--- src/rtl/dmc_fetch_pkg.sv ---
// Shared definitions for the sample fetch controller.
// Assumes: nothing beyond IEEE 1800-2017.
package dmc_fetch_pkg;

    // Which event set off the run that the next fetch belongs to.
    typedef enum logic {
        SRC_PLAYBACK = 1'b0,
        SRC_WRITE    = 1'b1
    } fetch_src_e;

    // True when the longer of the two start delays applies.
    function automatic logic use_long_delay(input logic odd, input fetch_src_e src);
        return odd ^ (src == SRC_WRITE);
    endfunction

endpackage

--- src/rtl/dmc_launch_timer.sv ---
// Start-delay counter. When armed with the counter idle, it loads a delay
// of SHORT_DLY or LONG_DLY cycles and pulses issue in the last cycle.
// Assumes: SHORT_DLY >= 2 and LONG_DLY >= 2; arm already excludes the case
// of a request being outstanding.
module dmc_launch_timer
    import dmc_fetch_pkg::*;
#(
    parameter int SHORT_DLY = 2,
    parameter int LONG_DLY  = 3
) (
    input  logic       clk,
    input  logic       rst_n,
    input  logic       arm,
    input  logic       tmr_odd,
    input  fetch_src_e src,
    output logic       busy,
    output logic       issue
);
    localparam int MAX_DLY = (LONG_DLY > SHORT_DLY) ? LONG_DLY : SHORT_DLY;
    localparam int DLY_W   = $clog2(MAX_DLY + 1);
    localparam logic [DLY_W-1:0] LOAD_SHORT = DLY_W'(SHORT_DLY - 1);
    localparam logic [DLY_W-1:0] LOAD_LONG  = DLY_W'(LONG_DLY - 1);

    logic [DLY_W-1:0] cnt;

    assign busy  = (cnt != '0);
    assign issue = (cnt == DLY_W'(1));

    // Load the delay on arm, then count down to zero.
    always_ff @(posedge clk) begin
        if (!rst_n) begin
            cnt <= '0;
        end else if (cnt != '0) begin
            cnt <= cnt - DLY_W'(1);
        end else if (arm) begin
            cnt <= use_long_delay(tmr_odd, src) ? LOAD_LONG : LOAD_SHORT;
        end
    end
endmodule

--- src/rtl/dmc_addr_len.sv ---
// Fetch address and remaining-length tracker. Loads both on an accepted
// kick, advances on each completed fetch with wrap to WRAP_ADDR, and
// reloads at the end of a run when looping.
// Assumes: ALIGN_SH + CFG_W <= ADDR_W; advance and an accepted kick never
// coincide (an accepted kick needs zero remaining, advance needs nonzero).
module dmc_addr_len #(
    parameter int              ADDR_W    = 16,
    parameter int              CFG_W     = 8,
    parameter int              ALIGN_SH  = 6,
    parameter int              LEN_SH    = 4,
    parameter logic [ADDR_W-1:0] BASE_ADDR = 16'hC000,
    parameter logic [ADDR_W-1:0] WRAP_ADDR = 16'h8000,
    localparam int             LEN_W     = CFG_W + LEN_SH
) (
    input  logic              clk,
    input  logic              rst_n,
    input  logic              kick,
    input  logic [CFG_W-1:0]  start_cfg,
    input  logic [CFG_W-1:0]  len_cfg,
    input  logic              loop_en,
    input  logic              advance,
    output logic [ADDR_W-1:0] addr,
    output logic [LEN_W-1:0]  remain,
    output logic              kick_taken,
    output logic              run_done
);
    // Start address for a given code.
    function automatic logic [ADDR_W-1:0] start_of(input logic [CFG_W-1:0] c);
        logic [ADDR_W-1:0] off;
        off = '0;
        off[ALIGN_SH +: CFG_W] = c;
        return BASE_ADDR + off;
    endfunction

    // Byte count for a given code.
    function automatic logic [LEN_W-1:0] len_of(input logic [CFG_W-1:0] c);
        logic [LEN_W-1:0] l;
        l = '0;
        l[LEN_SH +: CFG_W] = c;
        return l + LEN_W'(1);
    endfunction

    logic              last_byte;
    logic [ADDR_W-1:0] addr_inc;

    assign last_byte  = (remain == LEN_W'(1));
    assign addr_inc   = (addr == '1) ? WRAP_ADDR : addr + ADDR_W'(1);
    assign kick_taken = kick && (remain == '0);
    assign run_done   = advance && last_byte && !loop_en;

    // Address and count update: fetch completion first, then restart.
    always_ff @(posedge clk) begin
        if (!rst_n) begin
            addr   <= BASE_ADDR;
            remain <= '0;
        end else if (advance) begin
            if (last_byte && loop_en) begin
                addr   <= start_of(start_cfg);
                remain <= len_of(len_cfg);
            end else begin
                addr   <= addr_inc;
                remain <= remain - LEN_W'(1);
            end
        end else if (kick_taken) begin
            addr   <= start_of(start_cfg);
            remain <= len_of(len_cfg);
        end
    end
endmodule

--- src/rtl/dmc_sample_hold.sv ---
// One-byte sample buffer with a full flag. A load sets it full and
// takes priority over a take strobe in the same cycle.
// Assumes: load is only asserted while a fetch completes.
module dmc_sample_hold #(
    parameter int DATA_W = 8
) (
    input  logic              clk,
    input  logic              rst_n,
    input  logic              load,
    input  logic [DATA_W-1:0] din,
    input  logic              take,
    output logic [DATA_W-1:0] dout,
    output logic              full
);
    // Capture fetched bytes and track occupancy.
    always_ff @(posedge clk) begin
        if (!rst_n) begin
            dout <= '0;
            full <= 1'b0;
        end else if (load) begin
            dout <= din;
            full <= 1'b1;
        end else if (take) begin
            full <= 1'b0;
        end
    end
endmodule

--- src/rtl/dmc_fetch_ctrl.sv ---
// Sample fetch controller top. Watches the sample buffer, launches a read
// after a phase-dependent start delay, holds the request until acknowledged,
// and raises an end-of-run interrupt when not looping.
// Assumes: mem_ack is only meaningful while mem_req is high; mem_data is
// valid in the cycle of mem_ack.
module dmc_fetch_ctrl
    import dmc_fetch_pkg::*;
#(
    parameter int              ADDR_W    = 16,
    parameter int              DATA_W    = 8,
    parameter int              CFG_W     = 8,
    parameter int              ALIGN_SH  = 6,
    parameter int              LEN_SH    = 4,
    parameter logic [ADDR_W-1:0] BASE_ADDR = 16'hC000,
    parameter logic [ADDR_W-1:0] WRAP_ADDR = 16'h8000,
    parameter int              SHORT_DLY = 2,
    parameter int              LONG_DLY  = 3,
    localparam int             LEN_W     = CFG_W + LEN_SH
) (
    input  logic              clk,
    input  logic              rst_n,
    input  logic              tmr_odd,
    input  logic [CFG_W-1:0]  start_cfg,
    input  logic [CFG_W-1:0]  len_cfg,
    input  logic              loop_en,
    input  logic              irq_en,
    input  logic              kick,
    input  logic              consume,
    output logic              mem_req,
    output logic [ADDR_W-1:0] mem_addr,
    input  logic              mem_ack,
    input  logic [DATA_W-1:0] mem_data,
    output logic [DATA_W-1:0] sample_out,
    output logic              sample_full,
    output logic              irq,
    output logic [LEN_W-1:0]  bytes_left
);
    fetch_src_e src_q;
    logic       req_q;
    logic       irq_q;
    logic       dly_busy;
    logic       dly_issue;
    logic       arm;
    logic       fetch_done;
    logic       kick_taken;
    logic       run_done;

    assign fetch_done = req_q && mem_ack;
    assign arm        = !sample_full && (bytes_left != '0) && !req_q && !dly_busy;

    dmc_launch_timer #(
        .SHORT_DLY (SHORT_DLY),
        .LONG_DLY  (LONG_DLY)
    ) u_timer (
        .clk     (clk),
        .rst_n   (rst_n),
        .arm     (arm),
        .tmr_odd (tmr_odd),
        .src     (src_q),
        .busy    (dly_busy),
        .issue   (dly_issue)
    );

    dmc_addr_len #(
        .ADDR_W    (ADDR_W),
        .CFG_W     (CFG_W),
        .ALIGN_SH  (ALIGN_SH),
        .LEN_SH    (LEN_SH),
        .BASE_ADDR (BASE_ADDR),
        .WRAP_ADDR (WRAP_ADDR)
    ) u_addr (
        .clk        (clk),
        .rst_n      (rst_n),
        .kick       (kick),
        .start_cfg  (start_cfg),
        .len_cfg    (len_cfg),
        .loop_en    (loop_en),
        .advance    (fetch_done),
        .addr       (mem_addr),
        .remain     (bytes_left),
        .kick_taken (kick_taken),
        .run_done   (run_done)
    );

    dmc_sample_hold #(
        .DATA_W (DATA_W)
    ) u_hold (
        .clk   (clk),
        .rst_n (rst_n),
        .load  (fetch_done),
        .din   (mem_data),
        .take  (consume),
        .dout  (sample_out),
        .full  (sample_full)
    );

    // Request line: raised when the delay expires, dropped on acknowledge.
    always_ff @(posedge clk) begin
        if (!rst_n) begin
            req_q <= 1'b0;
        end else if (dly_issue) begin
            req_q <= 1'b1;
        end else if (fetch_done) begin
            req_q <= 1'b0;
        end
    end

    // Trigger-source mark: set by an accepted kick, cleared on request.
    always_ff @(posedge clk) begin
        if (!rst_n) begin
            src_q <= SRC_PLAYBACK;
        end else if (kick_taken) begin
            src_q <= SRC_WRITE;
        end else if (dly_issue) begin
            src_q <= SRC_PLAYBACK;
        end
    end

    // Interrupt flag: set at a non-looping run end, held clear when disabled.
    always_ff @(posedge clk) begin
        if (!rst_n) begin
            irq_q <= 1'b0;
        end else if (!irq_en) begin
            irq_q <= 1'b0;
        end else if (run_done) begin
            irq_q <= 1'b1;
        end
    end

    assign mem_req = req_q;
    assign irq     = irq_q;
endmodule

--- config.mk ---
export PLATFORM = sky130hd
export DESIGN_NAME = dmc_fetch_ctrl
export DESIGN_NICKNAME = d
export VERILOG_FILES = /design/src/rtl/dmc_fetch_pkg.sv /design/src/rtl/dmc_launch_timer.sv /design/src/rtl/dmc_addr_len.sv /design/src/rtl/dmc_sample_hold.sv /design/src/rtl/dmc_fetch_ctrl.sv
export SDC_FILE = /design/constraint.sdc
export NUM_CORES = 1
export LEC_CHECK = 0
export CORE_MARGIN = 3
export CORE_UTILIZATION = 47
export DETAILED_ROUTE_END_ITERATION = 10
export GPL_TIMING_DRIVEN = 0
export PLACE_DENSITY = 0.89
export SYNTH_ARGS = -nofsm -noshare
export SYNTH_HDL_FRONTEND = slang
export SYNTH_SLANG_ARGS = --single-unit
--- constraint.sdc ---
create_clock -name clk -period 2.45 [get_ports clk]
set_input_delay 0.735 -clock clk [delete_from_list [all_inputs] [get_ports clk]]
set_output_delay 0.735 -clock clk [all_outputs]
set_load 0.1 [all_outputs]
==> impl_metrics.toml, run 1 <==
[cts]
cts_tree = "yes"
htreeDepth = 2
insertion_delay_ns = 0.30
root_buffer = "clkbuf_8"
ctsHoldBuffers = 0
cts-buffers-inserted = 5
clk_pin_slew_worst_paths_ns = 0.08
cts_buffer_depth = 2
clock-sinks = 42

[pwr]
power_frac_seq_pct = 25.9
switching_power_uw = 2419
cellPowerDensity_mw_per_mm2 = 1359
p_int_uw = 1843
leakage_uw = 0.001271
clockPowerShare_pct = 10.0
swShare_pct = 56.76
total_power_uw = 4262
ir_drop_mv = 0.6222
p_comb_share_pct = 64.1

[run_status]
status = "completed"

[layout]
nets = 383
fin_util_pct = 69.15
finalInstanceArea_mm2 = 0.003136
antenna_cells = 0
area_growth_pct = 36.87
drive_gt1_share_pct = 10.09

[worst_setup_path]
endpoint_kind = "output port"
worstSetupPathType = "flop to output port"
path_delay_family = "buffers and inverters"
critPathBufInv = 1
start_kind = "flop"
critPathMaxFanout = 7
crit_slowest_cell = "dlygate4sd2_1"
required_ns = 1.71
max_stage_delay_ns = 0.90
cp.arrival_ns = 1.66
crit_chain = "dlygate4sd2_1"

[drt]
drt_iter0_drc = 213
wl_per_cell_um = 16.12
vias = 2389
routed_wl_um = 6640
firstDrtPassIters = 5
drc = 0
final_antenna_net_count = 0
viasPerCell = 5.799

[global_route]
grt_use_total_pct = 23.32
grt_antenna_before_repair = 0
grt_pass1_vias = 2166
grt_max_degree = 12
grt_overflow = 0
grt_pass1_wl_um = 10260

[floorplan]
core_mm2 = 0.004534
die-area_mm2 = 0.005748
die_x_um = 75.82
start_util_pct = 50.52
boundaryPins = 71
die_h_um = 75.82
core.rowCount = 24

[logic_synthesis]
async_flop_share_pct = 0
synthTopCellsByCount = "dfxtp_1 (42), nand2_1 (40), a21oi_1 (19), a21boi_0 (11), nor2_1 (11)"
ys_ff_latch = 42
yosys_warnings = 0
synth_area_mm2 = 0.002291
synthFlopType = "dfxtp_1"
syn-num-nets = 303
synth_top_area_cell = "dfxtp_1"
synth_top_area_share_pct = 36.70
syn_avg_cell_area_um2 = 8.580
yosys-top-cells-area = "dfxtp_1 (37%), nand2_1 (6.6%), a21oi_1 (4.2%)"
post-synth-top-count-cell = "dfxtp_1"
syn_inst = 267
ys_types = 54
ys_seq_area_share_pct = 36.70
synth_edf_count = 0

[timing]
skew_ns = 0.009392
tightest_slew_ns = 0.9839
rsz0062_at_grt = "no"
clock.fmax_ghz = 0.4175
min_period_over_period_pct = 97.77
finalHoldViolCount = 0
final-setup-viol-count = 0
max_slew_margin_pct = 34.67
post-route-min-period_ns = 2.395
final_max_slew_viol_count = 0

[placement]
post-dp-hpwl_um = 4758
place_area_mm2 = 0.003083
place_congestion = 0.8711
port_buffers = 70

[job]
cap_violations = 0

[min_path]
worstHoldPathType = "flop to flop"
placed cells by master (no fill, tap or decap), types with 2 or more instances in the layout:
| cell | count |
|---|---|
| nor2_1 | 11 |
| o22ai_1 | 6 |
| nand4_1 | 7 |
| dfxtp_1 | 34 |
| a21boi_0 | 11 |
| xnor2_1 | 8 |
| buf_6 | 3 |
| o31ai_1 | 2 |
| nand2_1 | 40 |
| and4_1 | 2 |
| ha_1 | 4 |
| buf_2 | 2 |
| o211a_1 | 2 |
| mux2i_1 | 9 |
| dlygate4sd2_1 | 37 |
| nand3_1 | 9 |
| a211oi_1 | 2 |
| buf_4 | 3 |
| and3_1 | 6 |
| clkbuf_8 | 5 |
| inv_1 | 6 |
| o221ai_1 | 7 |
| o21ai_0 | 7 |
| clkbuf_1 | 8 |
| nand2b_1 | 3 |
| a21oi_1 | 19 |
| xor2_1 | 2 |
| a21oi_2 | 2 |
| clkdlybuf4s50_1 | 31 |
| or2_2 | 3 |
| and2_1 | 3 |
| nor3b_1 | 8 |
| dfxtp_2 | 8 |
| nor4_1 | 3 |
| nor3_1 | 8 |
state kept, by name, indices dropped and copies added (netlist names):
name           cells
u_addr.addr       16
u_addr.remain     12
u_hold.dout        8
u_timer.cnt        2
irq                1
mem_req            1
src_q              1
u_hold.full        1
metrics by stage:
step                      hold slack, ns  setup TNS, ns  cells  worst slack [ns]
after CTS                         0.4635              0    409         0.0005637
final                             0.4609              0    412           0.05469
after detailed placement          0.4542         -2.896    402           -0.2671
after global routing              0.4769              0    412          0.007139
after global placement            0.4504         -2.106    402           -0.2237
after floorplan                   0.4560              0    267          0.001663
power groups by stage:
stage	Combinational, uW	Sequential [uW]	Clock [uW]
after floorplan	1060	2150	0
after global placement	2670	1110	0
after detailed placement	2730	1110	0
after CTS	2640	1090	428
after global routing	2870	1140	453
final	2730	1100	426
worst paths after layout:
check             slack [ns]              to             start  cells past startpoint
setup reg to reg        0.21  u_addr.addr[2]    u_addr.addr[0]                      6
hold / removal          0.46  u_hold.dout[5]    u_hold.dout[5]                      2
hold reg to reg         0.46  u_hold.dout[5]    u_hold.dout[5]                      2
setup / recovery        0.05   bytes_left[0]  u_addr.remain[0]                      1
routing by layer:
metal	vias up	GRT usage, %	wire length (um)
li1	1135	-	-
met1	1128	31.19	2821
met2	117	37.26	3233
met3	9	4.485	478
met4	0	8.350	106
met5	-	0	0
final cells by class:
type,instances,area [um^2]
Buffer,13,93.84
Clock buffer,7,76.32
Fill cell,361,1399
Inverter,6,22.52
Multi-Input combinational cell,206,1339
Sequential cell,42,850.8
Tap cell,65,81.33
Timing Repair Buffer,73,671.9
cells by family (layout without fill, tap and decap cells):
family / Yosys count / after routing / synth area share, %
XOR/XNOR: 10 / 10 / 3.823
multiplexers: 9 / 9 / 3.932
flip-flops: 42 / 42 / 36.70
adder cells (fa/ha/maj): 4 / 4 / 2.185
AO/OA/AOI/OAI: 72 / 72 / 22.77
AND/OR/NAND/NOR: 111 / 111 / 25.51
buffers and inverters: 19 / 99 / 5.079
repair_timing:
action,in CTS,in global routing
setup endpoints to repair,39,12
gates cloned,0,0
gates resized for setup,39,4
setup buffers,0,3
Note: power is estimated with default switching activity, not from simulation.
==> inputs of run 2 (changes only) <==
--- a/config.mk
+++ b/config.mk
@@ -6,10 +6,12 @@
 export NUM_CORES = 1
 export LEC_CHECK = 0
 export CORE_MARGIN = 3
-export CORE_UTILIZATION = 47
+export CORE_UTILIZATION = 48
+export CTS_BUF_LIST = sky130_fd_sc_hd__clkbuf_8
 export DETAILED_ROUTE_END_ITERATION = 10
 export GPL_TIMING_DRIVEN = 0
-export PLACE_DENSITY = 0.89
+export PLACE_DENSITY = 0.91
+export SETUP_SLACK_MARGIN = 0.1
 export SYNTH_ARGS = -nofsm -noshare
 export SYNTH_HDL_FRONTEND = slang
 export SYNTH_SLANG_ARGS = --single-unit
==> impl_metrics.toml, run 2 (synthesized netlist as in run 1, its figures left out) <==
[run_status]
status = "completed"

[cts]
clock-sinks = 42
insertion_delay_ns = 0.30
clk_pin_slew_worst_paths_ns = 0.08
cts_buffer_depth = 2
htreeDepth = 2
cts-buffers-inserted = 5
root_buffer = "clkbuf_8"
cts_tree = "yes"

[timing]
setup_tns_ns = 0
post-route-min-period_ns = 2.313
max_slew_margin_pct = 34.74
clock.fmax_ghz = 0.4323
finalHoldViolCount = 0
skew_ns = 0.005230
rsz0062_at_grt = "no"
tightest_slew_ns = 0.9827
final-setup-viol-count = 0
min_period_over_period_pct = 94.41
final_max_slew_viol_count = 0
setup_ws_ns = 0.1370

[drt]
viasPerCell = 6.185
firstDrtPassIters = 6
drt_iter0_drc = 244
drc = 0
vias = 2474
wl_per_cell_um = 17.50
final_antenna_net_count = 0
routed_wl_um = 6999

[worst_setup_path]
critPathBufInv = 1
worstSetupPathType = "flop to output port"
cp.arrival_ns = 1.58
reg2reg_from = "u_addr.addr[0]"
crit_end = "mem_addr[8]"
startpoint = "u_addr.addr[8]"
start_kind = "flop"
critPathMaxFanout = 5
crit_slowest_cell = "dlygate4sd2_1"
crit_chain = "dlygate4sd2_1"
path_depth = 1
path_delay_family = "buffers and inverters"
endpoint_kind = "output port"
max_stage_delay_ns = 0.89
required_ns = 1.71
reg2reg_slack_ns = 0.35
rr_worst_depth = 6
rr_endpoint = "u_addr.addr[0]"

[pwr]
ir_drop_mv = 0.7332
swShare_pct = 55.62
p_int_uw = 1945
switching_power_uw = 2437
clockPowerShare_pct = 11.9
power_frac_seq_pct = 25.9
leakage_uw = 0.001283
p_comb_share_pct = 62.2
cellPowerDensity_mw_per_mm2 = 1379

[global_route]
grt_pass1_vias = 2217
grt_max_degree = 13
grt_antenna_before_repair = 0
grt_use_total_pct = 25.70
grt_overflow = 0
grt_pass1_wl_um = 10980

[layout]
mostFrequentLayoutCell = "nand2_1"
multiInputGateArea_mm2 = 0.001346
area_growth_pct = 38.67
nets = 383
regMostFlops = "u_addr.addr"
ff_latch_area_um2 = 865.8
largest_reg_flops = 16
most-common-layout-cells = "nand2_1 (39), clkdlybuf4s50_1 (31), dlygate4sd2_1 (30), dfxtp_1 (22), dfxtp_2 (20)"
fillers = 361
reg_top3 = "u_addr.addr: 16 flops, u_addr.remain: 12 flops, u_hold.dout: 8 flops"
drive_gt1_share_pct = 16.09
antenna_cells = 0

[job]
cap_violations = 0

[floorplan]
start_util_pct = 51.20
boundaryPins = 71
die_x_um = 75.09
core_mm2 = 0.004474
die-area_mm2 = 0.005638
die_h_um = 75.09
core.rowCount = 24

[min_path]
min_from = "u_addr.addr[6]"
worstHoldPathType = "flop to flop"

[placement]
port_buffers = 70
post-dp-hpwl_um = 4847
post-place-ws_ns = -0.2536
place_congestion = 0.8821
-- run 2: changes by cell type in the layout (fill, tap and decap cells not counted), moves of 3 or more --
cell and delta:
clkdlybuf4s15_1 +4, dfxtp_1 -12, clkbuf_8 +3, dlygate4sd2_1 -7, dfxtp_2 +12, clkbuf_2 +3, clkbuf_1 -3
-- run 2: worst min path at each step --
stage / endpoint / cells past startpoint
finish: u_addr.addr[6] / 2
global placement: u_hold.dout[5] / 2
global route: u_addr.addr[6] / 2
CTS: u_addr.addr[6] / 2
detailed placement: u_addr.addr[6] / 2
floorplan: src_q / 2
-- run 2: cell type report --
| cell class | count | share of cell area [%] |
|---|---|---|
| Tap cell | 52 | 2.048 |
| Multi-Input combinational cell | 206 | 42.38 |
| Clock buffer | 8 | 3.466 |
| Buffer | 13 | 2.993 |
| Inverter | 6 | 0.7089 |
| Timing Repair Buffer | 73 | 21.15 |
| Sequential cell | 42 | 27.25 |
-- run 2: timing repair --
item / in CTS / in global routing
hold buffers: 0 / 0
pin swaps: 1 / 0
endpoints found under the setup margin: 45 / 17
resized for setup: 43 / 14
cloned: 0 / 0
buffers inserted: 3 / 0
-- run 2: stage by stage --
| step | std cells | total power (uW) | hold WS, ns | instance area, um^2 | utilization (%) |
|---|---|---|---|---|---|
| CTS | 400 | 4345 | 0.4659 | 3174 | 70.95 |
| global route | 400 | 4569 | 0.4953 | 3177 | 71.00 |
| finish | 400 | 4382 | 0.4641 | 3177 | 71.00 |
| detailed placement | 389 | 3851 | 0.4560 | 3082 | 68.88 |
| floorplan | 267 | 3223 | 0.4560 | 2316 | - |
| global placement | 389 | 3786 | 0.4513 | 3082 | 68.88 |
-- run 2: power groups by stage --
stage	Sequential [uW]	Clock, uW	Combinational [uW]
3_5_place_dp	1140	0	2710
3_3_place_gp	1120	0	2660
4_1_cts	1120	524	2700
6_report	1130	522	2730
5_1_grt	1160	555	2860
2_1_floorplan	2170	0	1060
-- run 2: tightest hold or removal path, delay by kind of cell (launching register included) --
family / cells / cell delay, ns
AOI/OAI and AO/OA: 1 / 0.05
DFF: 1 / 0.33
buffers and inverters: 1 / 0.05
-- run 2: metal layers --
metal  up-vias  part of all wire (%)  track usage (%)  wire, um
met5         -                     0                0         0
met1      1169                    42            33.28      2915
met4         0                   3.0            11.07       208
li1       1136                     -                -         -
met2       141                    48            41.97      3361
met3        28                   7.3            4.406       514
